--- config.mk ---
export PLATFORM = sky130hd
export DESIGN_NAME = rtc_pwr_status
export DESIGN_NICKNAME = d
export VERILOG_FILES = /design/src/rtl/rtc_pwr_pkg.sv /design/src/rtl/rtc_pwr_sync.sv /design/src/rtl/rtc_pwr_regs.sv /design/src/rtl/rtc_pwr_resume.sv /design/src/rtl/rtc_pwr_status.sv
export SDC_FILE = /design/constraint.sdc
export NUM_CORES = 1
export LEC_CHECK = 0
export CAP_MARGIN = 30
export CORE_MARGIN = 2
export CORE_UTILIZATION = 25
export CTS_CLUSTER_DIAMETER = 200
export DETAILED_ROUTE_END_ITERATION = 16
export PLACE_DENSITY = 0.66
export REMOVE_ABC_BUFFERS = 1
export SYNTH_ARGS = -nofsm -noshare
export SYNTH_HDL_FRONTEND = slang
export SYNTH_SLANG_ARGS = --single-unit
--- constraint.sdc ---
create_clock -name clk_i -period 2.84 [get_ports clk_i]
set_input_delay 0.71 -clock clk_i [delete_from_list [all_inputs] [get_ports clk_i]]
set_output_delay 0.71 -clock clk_i [all_outputs]
set_load 0.03 [all_outputs]
--- src/rtl/rtc_pwr_pkg.sv ---
package rtc_pwr_pkg;
  localparam int unsigned REG_W   = 8;
  localparam int unsigned STATE_W = 3;
  localparam int unsigned BIT_BAT = 2;
  localparam int unsigned BIT_PF  = 1;
  localparam int unsigned BIT_POL = 0;

  typedef enum logic [STATE_W-1:0] {
    PS_S0 = 3'd0,
    PS_S4 = 3'd4,
    PS_S5 = 3'd5
  } pstate_e;
endpackage

--- src/rtl/rtc_pwr_sync.sv ---
module rtc_pwr_sync #(
  parameter int unsigned STAGES = 2
) (
  input  logic clk_i,
  input  logic rst_ni,
  input  logic d_i,
  output logic q_o
);
  logic [STAGES-1:0] sr_q;

  always_ff @(posedge clk_i or negedge rst_ni) begin
    if (!rst_ni) sr_q <= '0;
    else         sr_q <= {sr_q[STAGES-2:0], d_i};
  end

  assign q_o = sr_q[STAGES-1];
endmodule

--- src/rtl/rtc_pwr_regs.sv ---
module rtc_pwr_regs
  import rtc_pwr_pkg::*;
(
  input  logic             clk_i,
  input  logic             rst_ni,
  input  logic             wr_en_i,
  input  logic [REG_W-1:0] wr_data_i,
  input  logic             batt_weak_i,
  input  logic             trickle_fail_i,
  input  logic             therm_trip_i,
  input  logic             rstctl_wr_i,
  output logic             bat_o,
  output logic             pf_o,
  output logic             pol_o
);
  logic bat_q, pf_q, pol_q;

  // battery flag: outside every reset domain
  always_ff @(posedge clk_i) begin
    if (batt_weak_i)                        bat_q <= 1'b1;
    else if (wr_en_i && !wr_data_i[BIT_BAT]) bat_q <= 1'b0;
  end

  always_ff @(posedge clk_i or negedge rst_ni) begin
    if (!rst_ni)                             pf_q <= 1'b0;
    else if (trickle_fail_i)                 pf_q <= 1'b1;
    else if (wr_en_i && wr_data_i[BIT_PF])   pf_q <= 1'b0;
  end

  // set beats reset-control clear, which beats software write
  always_ff @(posedge clk_i or negedge rst_ni) begin
    if (!rst_ni)           pol_q <= 1'b0;
    else if (therm_trip_i) pol_q <= 1'b1;
    else if (rstctl_wr_i)  pol_q <= 1'b0;
    else if (wr_en_i)      pol_q <= wr_data_i[BIT_POL];
  end

  assign bat_o = bat_q;
  assign pf_o  = pf_q;
  assign pol_o = pol_q;
endmodule

--- src/rtl/rtc_pwr_resume.sv ---
module rtc_pwr_resume
  import rtc_pwr_pkg::*;
(
  input  logic               clk_i,
  input  logic               rst_ni,
  input  logic               pwr_good_i,
  input  logic               pol_i,
  input  logic [STATE_W-1:0] slp_state_i,
  output logic [STATE_W-1:0] res_state_o
);
  logic    pg_q;
  pstate_e res_q, res_d;

  always_comb begin
    if (!pol_i)                           res_d = PS_S0;
    else if (slp_state_i == STATE_W'(PS_S4)) res_d = PS_S4;
    else                                  res_d = PS_S5;
  end

  always_ff @(posedge clk_i or negedge rst_ni) begin
    if (!rst_ni) begin
      pg_q  <= 1'b0;
      res_q <= PS_S0;
    end else begin
      pg_q <= pwr_good_i;
      if (pwr_good_i && !pg_q) res_q <= res_d;
    end
  end

  assign res_state_o = res_q;
endmodule

--- src/rtl/rtc_pwr_status.sv ---
module rtc_pwr_status
  import rtc_pwr_pkg::*;
#(
  parameter int unsigned SYNC_STAGES = 2
) (
  input  logic               clk_i,
  input  logic               rst_ni,
  input  logic               rsm_rst_ni,
  input  logic               batt_weak_i,
  input  logic               trickle_fail_i,
  input  logic               therm_trip_i,
  input  logic               rstctl_wr_i,
  input  logic [STATE_W-1:0] slp_state_i,
  input  logic               pwr_good_i,
  input  logic               wr_en_i,
  input  logic [REG_W-1:0]   wr_data_i,
  output logic [REG_W-1:0]   rd_data_o,
  output logic [STATE_W-1:0] res_state_o
);
  logic rsm_ok, bat, pf, pol;

  rtc_pwr_sync #(.STAGES(SYNC_STAGES)) u_sync (
    .clk_i (clk_i),
    .rst_ni(rst_ni),
    .d_i   (rsm_rst_ni),
    .q_o   (rsm_ok)
  );

  rtc_pwr_regs u_regs (
    .clk_i         (clk_i),
    .rst_ni        (rst_ni),
    .wr_en_i       (wr_en_i && rsm_ok),
    .wr_data_i     (wr_data_i),
    .batt_weak_i   (batt_weak_i),
    .trickle_fail_i(trickle_fail_i),
    .therm_trip_i  (therm_trip_i),
    .rstctl_wr_i   (rstctl_wr_i),
    .bat_o         (bat),
    .pf_o          (pf),
    .pol_o         (pol)
  );

  rtc_pwr_resume u_res (
    .clk_i      (clk_i),
    .rst_ni     (rst_ni),
    .pwr_good_i (pwr_good_i),
    .pol_i      (pol),
    .slp_state_i(slp_state_i),
    .res_state_o(res_state_o)
  );

  always_comb begin
    rd_data_o          = '0;
    rd_data_o[BIT_BAT] = bat;
    rd_data_o[BIT_PF]  = pf;
    rd_data_o[BIT_POL] = pol;
  end
endmodule

==> impl_metrics.py, run 1 <==
metrics = {
    "run_status": {
        "status": "finished clean",
    },
    "power": {
        "p_switching_w": 0.0000804,
        "pwr-share-clk_pct": 32.1,
        "p_per_area_nw_per_um2": 532,
        "p_sw_share_pct": 27.5,
        "vdd_drop_max_mv": 0.208,
        "p_leak_nw": 0.234,
        "seq_power_share_pct": 43.8,
        "cell_internal_pwr_w": 0.000211,
        "power_frac_comb_pct": 24.1,
    },
    "synthesis": {
        "netlist.area_leader.share_pct": 48.4,
        "ys_ff_latch": 8,
        "synth_cell_types": 15,
        "synth_area_leader_cell": "dfrtp_1",
        "synth-seq-area-share_pct": 54.0,
        "synthCells": 31,
        "syn_area_um2": 362,
        "syn_avg_cell_area_um2": 11.7,
        "synth_warnings": 0,
        "synth.area.top_cells": "dfrtp_1, buf_4, dfxtp_1",
    },
    "global_route": {
        "grt_antenna_before_repair": 0,
        "grt_pass1_vias": 264,
        "grt_util_all_layers_pct": 8.63,
        "overflow": 0,
        "grt_pass1_wl_um": 1060,
        "grt_max_degree": 8,
    },
    "min_path": {
        "hp-start": "u_sync.sr_q[0]",
        "worstHoldPathType": "flop to flop",
        "min_path_cells": 0,
        "min_to": "u_sync.sr_q[1]",
    },
    "floorplan": {
        "chipHeight_um": 42.0,
        "initial_core_util_pct": 27.1,
        "dieWidth_um": 42.0,
        "rows": 13,
        "core_area_um2": 1330,
        "ios": 31,
        "die_area_um2": 1770,
    },
    "setup_path": {
        "path_cells": "clkdlybuf4s50_1",
        "worst_setup_path_start_kind": "flop",
        "cp_num_buf_inv": 1,
        "worstPathRequired_ns": 2.13,
        "crit_family": "buffers and inverters",
        "crit_fanout": 3,
        "cp_slowest_cell": "clkdlybuf4s50_1",
        "reg2reg_depth": 2,
        "r2r_end": "u_regs.pol_o",
        "worst-endpoint-arrival_ns": 1.30,
        "critPathCaptureType": "primary output",
        "rrSetupSlack_ns": 1.81,
        "critPathKind": "flop to primary output",
        "r2r-start": "u_sync.sr_q[1]",
        "slowest_delay_ns": 0.68,
    },
    "sta": {
        "hold_slack_ns": 0.349,
        "fin_tns_setup_ns": 0,
        "fin_crit_ns": 2.01,
        "clock-skew-final_ns": 0.00307,
        "timing.fmax_ghz": 0.497,
        "hold_violations": 0,
        "rsz0062_at_grt": "false",
        "setup_viol": 0,
        "fin_crit_sh_pct": 70.8,
        "report.final.slew_viol_count": 0,
    },
    "cells_and_area": {
        "area_growth_syn_to_layout_pct": 51.6,
        "drive_gt1_share_pct": 8.00,
        "n_antenna_cell": 0,
        "mostFrequentLayoutCell": "clkdlybuf4s50_1",
        "nNetsFinal": 71,
        "most-common-layout-cells": "clkdlybuf4s50_1, dfrtp_1, conb_1",
    },
    "routing": {
        "vias": 265,
        "wl_um": 693,
        "post_drt_via_cell_ratio": 4.08,
        "drt_first_pass_iters": 2,
        "drtIter0Drc": 5,
        "wl_per_cell_um": 10.7,
        "ant_nets": 0,
        "drc_errors": 0,
    },
    "cts": {
        "cts_sinks": 8,
        "cts_tree": "yes",
        "post_cts_buffers": 0,
        "cts_buffer_depth": 2,
        "clk_latency_ns": 0.25,
        "cts_resized": 0,
        "holdBufCountCts": 0,
        "htreeDepth": 1,
        "numCtsBuffers": 3,
        "root_buffer": "clkbuf_4",
        "clk_pin_slew_worst_paths_ns": 0.06,
    },
    "placement": {
        "portBuffers": 19,
        "place_hpwl_um": 554,
        "place.gp.congestion": 0.627,
    },
    "run": {
        "max_cap_violations": 0,
    },
}
-- per-layer routing --
metal | up-vias | part of all wire, % | global-route usage, %
li1 | 128 | - | -
met3 | 4 | 6.6 | 2.59
met2 | 13 | 56 | 14.7
met5 | - | 0 | 0
met4 | 0 | 2.7 | 9.38
met1 | 120 | 35 | 7.57
-- power groups by stage --
stage	sequential [W]	combinational [W]	clock [W]
finish	0.000128	0.0000703	0.0000937
global route	0.000129	0.0000735	0.000104
CTS	0.000128	0.0000710	0.0000968
detailed placement	0.000130	0.0000702	0
global placement	0.000130	0.0000697	0
floorplan	0.000143	0.0000196	0
-- worst max-delay path by stage --
stage	from	end	slack, ns	cells after the start
finish	u_regs.pol_o	rd_data_o[0]	0.83	1
global route	u_regs.pol_o	rd_data_o[0]	0.77	1
CTS	u_regs.pol_o	rd_data_o[0]	0.81	1
detailed placement	wr_en_i	u_regs.pol_o	1.02	3
global placement	wr_en_i	u_regs.pol_o	1.02	3
floorplan	rstctl_wr_i	u_regs.pol_o	1.54	2
-- registers in the layout, indices dropped and copies added (netlist names) --
| name | cells |
|---|---|
| u_regs.bat_o | 1 |
| u_regs.pf_o | 1 |
| u_regs.pol_o | 1 |
| u_res.pg_q | 1 |
| u_res.res_state_o | 2 |
| u_sync.sr_q | 2 |
-- per-stage QoR --
step	worst slack [ns]	area [um2]	util, %	cells	power (W)
2_1_floorplan	1.54	313	-	27	0.000162
3_3_place_gp	1.02	522	39.1	61	0.000199
3_5_place_dp	1.02	522	39.1	61	0.000200
4_1_cts	0.809	548	41.1	65	0.000296
5_1_grt	0.767	548	41.1	65	0.000306
6_report	0.830	548	41.1	65	0.000292
-- cells by family after synthesis --
logic type             Yosys count  synth area share [%]
AOI/OAI and AO/OA                5                  12.1
DFF                              8                  54.0
buffers and inverters           10                  19.7
and+or+nand+nor                  7                  13.1
other                            1                  1.04
-- cells in the mapped netlist --
cell	instances
a311o_1	1
dfxtp_1	1
a21o_1	2
buf_4	9
inv_1	1
nand3b_1	2
conb_1	1
nand2b_1	1
nand3_1	1
o2bb2ai_1	1
dfrtp_1	7
nor3b_1	1
and4b_1	1
a21bo_2	1
nand2_1	1
-- final cells by class --
class	count	area (um2)
Clock buffer	4	26.3
Fill cell	140	786
Inverter	1	3.75
Multi-Input combinational cell	18	114
Sequential cell	8	195
Tap cell	15	18.8
Timing Repair Buffer	19	190
(Power assumes the default switching activity.)
==> run 2, diff against run 1 <==
==> constraint.sdc (replaced) <==
create_clock -name clk_i -period 1.9 [get_ports clk_i]
set_input_delay 0.475 -clock clk_i [delete_from_list [all_inputs] [get_ports clk_i]]
set_output_delay 0.475 -clock clk_i [all_outputs]
set_load 0.03 [all_outputs]
==> results of run 2 <==
The final DEF is identical to that of run 1. Status: finished clean.
Main changes from that run: setup slack after placement 1.02 ns -> 0.313 ns; setup slack after layout 0.830 ns -> 0.125 ns; register-to-register setup slack 1.81 ns -> 0.87 ns; total power 0.000292 W -> 0.000436 W; worst IR drop on VDD 0.208 mV -> 0.312 mV
